`src/rtl/secreg_otp.sv`:
```
module secreg_otp #(
  parameter int          ADDR_W      = 24,
  parameter int          SPLIT_BIT   = 10,
  parameter logic [7:0]  OP_READ     = 8'h83,
  parameter logic [7:0]  OP_WRITE    = 8'h82,
  parameter logic [7:0]  SERIAL_SEED = 8'hA5,
  parameter logic [7:0]  SERIAL_STEP = 8'd37
) (
  input  logic              clk,
  input  logic              rst_n,
  input  logic              cmd_valid,
  input  logic [7:0]        cmd_op,
  input  logic [ADDR_W-1:0] cmd_addr,
  input  logic              cmd_end,
  input  logic              wr_valid,
  input  logic [7:0]        wr_data,
  input  logic              rd_req,
  input  logic              wel,
  input  logic              legacy_wp,
  input  logic [1:0]        bp,
  output logic              rd_valid,
  output logic [7:0]        rd_data
);
  localparam int PAGE_W = 8;
  localparam int OFF_W  = PAGE_W + 1;
  localparam int PAGE_N = 1 << PAGE_W;

  typedef enum logic [2:0] {M_IDLE, M_READ, M_CHECK, M_WRITE, M_LOCK} mode_t;

  mode_t            mode_q, mode_d;
  logic [OFF_W-1:0] ptr_q;
  logic             locked_q;
  logic [7:0]       user_mem [PAGE_N];
  logic [7:0]       cur_byte;
  logic [7:0]       serial_byte;
  logic             unused_addr;

  assign unused_addr = ^{cmd_addr[ADDR_W-1:SPLIT_BIT+1], cmd_addr[SPLIT_BIT-1:OFF_W]};

  wire split_hi     = cmd_addr[SPLIT_BIT];
  wire legacy_block = legacy_wp && (bp == 2'b11);
  wire may_modify   = wel && !locked_q;
  wire mem_we       = wr_valid && !cmd_valid && (mode_q == M_WRITE);
  wire lock_fire    = wr_valid && !cmd_valid && (mode_q == M_LOCK);

  assign serial_byte = ptr_q[PAGE_W-1:0] * SERIAL_STEP + SERIAL_SEED;
  assign cur_byte    = ptr_q[PAGE_W] ? user_mem[ptr_q[PAGE_W-1:0]] : serial_byte;

  always_comb begin
    mode_d = M_IDLE;
    if (cmd_op == OP_READ)
      mode_d = split_hi ? M_CHECK : M_READ;
    else if (cmd_op == OP_WRITE) begin
      if (split_hi)
        mode_d = may_modify ? M_LOCK : M_IDLE;
      else if (may_modify && cmd_addr[PAGE_W] && !legacy_block)
        mode_d = M_WRITE;
    end
  end

  always_ff @(posedge clk or negedge rst_n) begin
    if (!rst_n) begin
      mode_q <= M_IDLE;
      ptr_q  <= '0;
    end else if (cmd_valid) begin
      mode_q <= mode_d;
      ptr_q  <= cmd_addr[OFF_W-1:0];
    end else if (cmd_end || lock_fire) begin
      mode_q <= M_IDLE;
    end else if (rd_req && mode_q == M_READ) begin
      ptr_q <= ptr_q + 1'b1;
    end else if (mem_we) begin
      ptr_q <= {1'b1, ptr_q[PAGE_W-1:0] + 1'b1};
    end
  end

  always_ff @(posedge clk or negedge rst_n) begin
    if (!rst_n)
      locked_q <= 1'b0;
    else if (lock_fire && wr_data[1])
      locked_q <= 1'b1;
  end

  always_ff @(posedge clk or negedge rst_n) begin
    if (!rst_n) begin
      for (int i = 0; i < PAGE_N; i++) user_mem[i] <= '0;
    end else if (mem_we) begin
      user_mem[ptr_q[PAGE_W-1:0]] <= wr_data;
    end
  end

  always_ff @(posedge clk or negedge rst_n) begin
    if (!rst_n) begin
      rd_valid <= 1'b0;
      rd_data  <= '0;
    end else begin
      rd_valid <= rd_req;
      if (rd_req) begin
        case (mode_q)
          M_READ:  rd_data <= cur_byte;
          M_CHECK: rd_data <= {7'b0, locked_q};
          default: rd_data <= 8'h00;
        endcase
      end
    end
  end
endmodule

```
`config.mk`:
```
export PLATFORM = sky130hd
export DESIGN_NAME = secreg_otp
export DESIGN_NICKNAME = d
export VERILOG_FILES = /design/src/rtl/secreg_otp.sv
export SDC_FILE = /design/constraint.sdc
export NUM_CORES = 2
export LEC_CHECK = 0
export BUFFER_PORTS_ARGS = -buffer_cell sky130_fd_sc_hd__buf_2
export CORE_UTILIZATION = 55
export DETAILED_ROUTE_END_ITERATION = 10
export PLACE_DENSITY = 0.67
export SLEW_MARGIN = 20
export SYNTH_ARGS = -nofsm -noshare
export SYNTH_HDL_FRONTEND = slang
export SYNTH_SLANG_ARGS = --single-unit
```
`constraint.sdc`:
```
create_clock -name clk -period 4 [get_ports clk]
set_input_delay 0.4 -clock clk [delete_from_list [all_inputs] [get_ports clk]]
set_output_delay 0.4 -clock clk [all_outputs]
set_load 0.01 [all_outputs]
```
==> summary.md <==
| Metric | Value |
|---|---|
| Post-synth EDFFs | 0 |
| PortBufs | 44 |
| DP Area | 99800 sq um |
| DR iter-0 viols | 4049 |
| CTS Hold Buffers Added | 17 |
| Gpl congestion | 0.896 |
| Area Growth Syn to Fin | 13.9% |
| CTS tree | yes |
| Final core occ | 63.2% |
| Vias | approximately 53000 |
| Setup violators final | 0 |
| FF-to-FF path depth | 9 |
| Flop-to-flop setup slack | 0.23 ns |
| Max Clk Rate | about 0.26 GHz |
| Clock Path Buffers | 3 |
| Layout cells sized above 1 | 57.1% |
| Highest-delay cell along the critical path | dfrtp_4 |
| CP Buf/Inv Count | 3 |
| GRT Total Usage | between 20% and 30% |
| Final WL | 248000 um |
| Worst path max stage delay | 0.66 ns |
| Crit path to | rd_data[4] |
| Post-synth top flop | dfrtp_1 |
| Post-synth top cells | 2070 x dfrtp_1, 2049 x mux2_2, 630 x mux4_2 |
| Rows | 151 |
| Critical Path Source | ptr_q[0] |
| CP Capture Type | register |
| Worst EP arrival | 4.51 ns |
| Core box area | 170000 sq um |
| Initial antenna violation count | 7 |
| Worst EP required | ~4.7 ns |
| Syn Std Cell Area | 94100 sq um |
| H-tree levels | 4 |
| Starting Density | 55.5% |
| Clock share of power | 46.5% |
| Post-route antenna net violation count | 0 |
| Critical-path cell list | buf_12, buf_12, mux4_2, a22oi_1, a21oi_1, o41ai_1, buf_4, nand4_1, a221o_1 |
| Setup TNS | 0 ns |
| Synth top area cells | dfrtp_1 55%, mux2_2 25%, mux4_2 15% |
| Clk_skew | 0.0303 ns |
| Max VDD drop | between 0.4 and 0.5 mV |
| Die width | 416 um |
| CP Max Fanout | 38 |
| Mean Syn Cell Area | 16.3 sq um |
| Post-synthesis sequential area ratio | 55.0% |
| Synth Register Bits | 2070 |
| Via/cell ratio | 6.27 |
| Final hold vios | 0 |
| Hold Path Origin | wr_valid |
| CP startpoint kind | register |
| Clock Latency Late Sink | approximately 0.86 ns |
| TritonCTS Buffers | 213 |
| Sw frac | about a quarter |
| Actual slew at the worst max-slew pin | 1.13 ns |
| Count of cell types in the netlist | 50 |
| Yosys warning count | 0 |
| Die height | ~420 um |
| Ports | 59 |
| Gr ovfl total | 0 |
| Reg2Reg Capture Point | rd_data[4] |
| Asr flop ratio synth | between 90% and 100% |
| WL/cell | 29.1 um |
| Drt first pass iters | 6 |
| Reg-to-Reg Start | ptr_q[0] |
| Status | completed |
| Stages on worst setup path | 9 |
| Most Frequent Cell on Critical Path | buf_12 |
| DP HPWL | 162000 um |
| Clock Sink Count | between 2000 and 2500 |
| Net Count, Synth | 5846 |
| Cell area power density | between 400 and 500 nW/um^2 |
| Slew headroom | 24.5% |
| CP Class | reg -> reg |
| Post-cts sizing count | 0 |
| Top Family by Delay on Critical Path | compound AO/OA/AOI/OAI gates |
| Yosys top cell area share | 55.0% |
| Power share of the combinational group | 6.0% |
| Sequential Power Share | 47.5% |
| Leakage Power | 0.0513 uW |
| Most common cell in the synthesized netlist | dfrtp_1 |
| Post-CTS Setup Bufs | 0 |
| Final layout net count | 6185 |
| Global-route wire length before repair | 379000 um |
| Vias in the first global route | roughly 56000 |
| Final instance area | 107000 sq um |
| Post-Syn Instances | 5775 |
| Largest net degree at the start of global routing | 161 |
| Die area | 173000 sq um |
| Net Sw Power | ~10000 uW |
| Final period utilization | 94.4% |
| DRC viols | 0 |
| Clk Tree Root Cell | clkbuf_16 |
| Maxcap violations | 0 |
| Setup repair after global routing missed its margin | no |
| Max-slew violation count | 0 |
| Period minus WS final | 3.77 ns |
| Pint | 33900 uW |
| Synth area leader | dfrtp_1 |
| Clock-pin slew on the worst setup and hold paths | 0.06 ns |
| Fill count | 12326 |
| Min-delay worst type | in -> reg |
==> cells by family (layout without fill, tap and decap cells) <==
group	after synthesis	in the layout	synth area share, %
multiplexers	2692	2692	39.7
AO/OA/AOI/OAI	140	140	0.999
adder cells (fa/ha/maj)	21	21	0.295
buffers and inverters	437	949	2.04
XOR/XNOR	18	18	0.167
other	0	2	0
AND/OR/NAND/NOR	397	397	1.76
flip-flops	2070	2070	55.0
==> tightest hold or removal path: cells and delay by family <==
kind	cells	cell delay, ns
AO/OA/AOI/OAI	1	0.23
buffers and inverters	1	0.10
AND/OR/NAND/NOR	1	0.15
==> layout by cell type, fill, tap and decap left out, types with 39 or more instances in the layout <==
master     synthesis  final
dfrtp_1         2070   2064
mux2_2          2049   2049
mux4_2           630    630
buf_4             15    444
nor2_1           279    278
clkbuf_16          0    213
clkbuf_8           0     54
buf_12             0     52
a22oi_1           51     51
nand2_1           44     44
clkbuf_1         322     43
clkinv_2           0     39
==> routing by layer <==
metal  GRT usage [%]  routed length [um]  vias to the layer above
met2            45.9              118000                     1222
met4            9.69                8580                        4
met5               0                  30                        -
met1            41.7              108000                    29339
li1                -                   -                    22367
met3            5.55               13100                      399
==> through the flow <==
| stage | instances | total power [uW] | hold WS, ns | worst slack [ns] |
|---|---|---|---|---|
| after global routing | 8505 | 45600 | 0.0394 | 0.133 |
| after global placement | 8100 | 24000 | 0.401 | 0.208 |
| final | 8507 | 44200 | 0.0777 | 0.225 |
| after detailed placement | 8100 | 24000 | 0.406 | 0.188 |
| after floorplan | 5775 | 22800 | 0.104 | 0.433 |
| after CTS | 8505 | 44700 | 0.0149 | 0.172 |
==> state kept, by name, indices dropped and copies added (netlist names) <==
signal,flops
locked_q,1
ptr_q,9
rd_data,8
mode_q,3
rd_valid,1
user_mem,2048
==> power by group through the flow <==
stage	logic, uW	clock network, uW	registers [uW]
5_1_grt	2830	21800	21000
2_1_floorplan	1410	0	21300
4_1_cts	2670	21000	21000
6_report	2630	20600	21000
3_5_place_dp	2650	0	21400
3_3_place_gp	2630	0	21400
==> final cells by class <==
cell class / instances / area (sq um) / share of cell area, %
clock inverters: 86 / 1170 / 1.09
repair buffers: 556 / 4830 / 4.50
diodes: 2 / 5.00 / 0.00467
well taps: 2218 / 2780 / 2.59
multi-input cells: 3268 / 40500 / 37.8
clock buffers: 302 / 6120 / 5.71
inverters: 5 / 18.8 / 0.0175
flip-flops and latches: 2070 / 51800 / 48.3
==> how the worst min path moves through the flow <==
stage / slack, ns / cells after the start / endpoint
floorplan: 0.10 / 0 / locked_q
global placement: 0.40 / 1 / user_mem[222]
detailed placement: 0.41 / 1 / user_mem[222]
CTS: 0.01 / 2 / ptr_q[1]
global route: 0.04 / 2 / mode_q[2]
finish: 0.08 / 3 / locked_q
No activity file was read; power rests on OpenSTA's default activity.
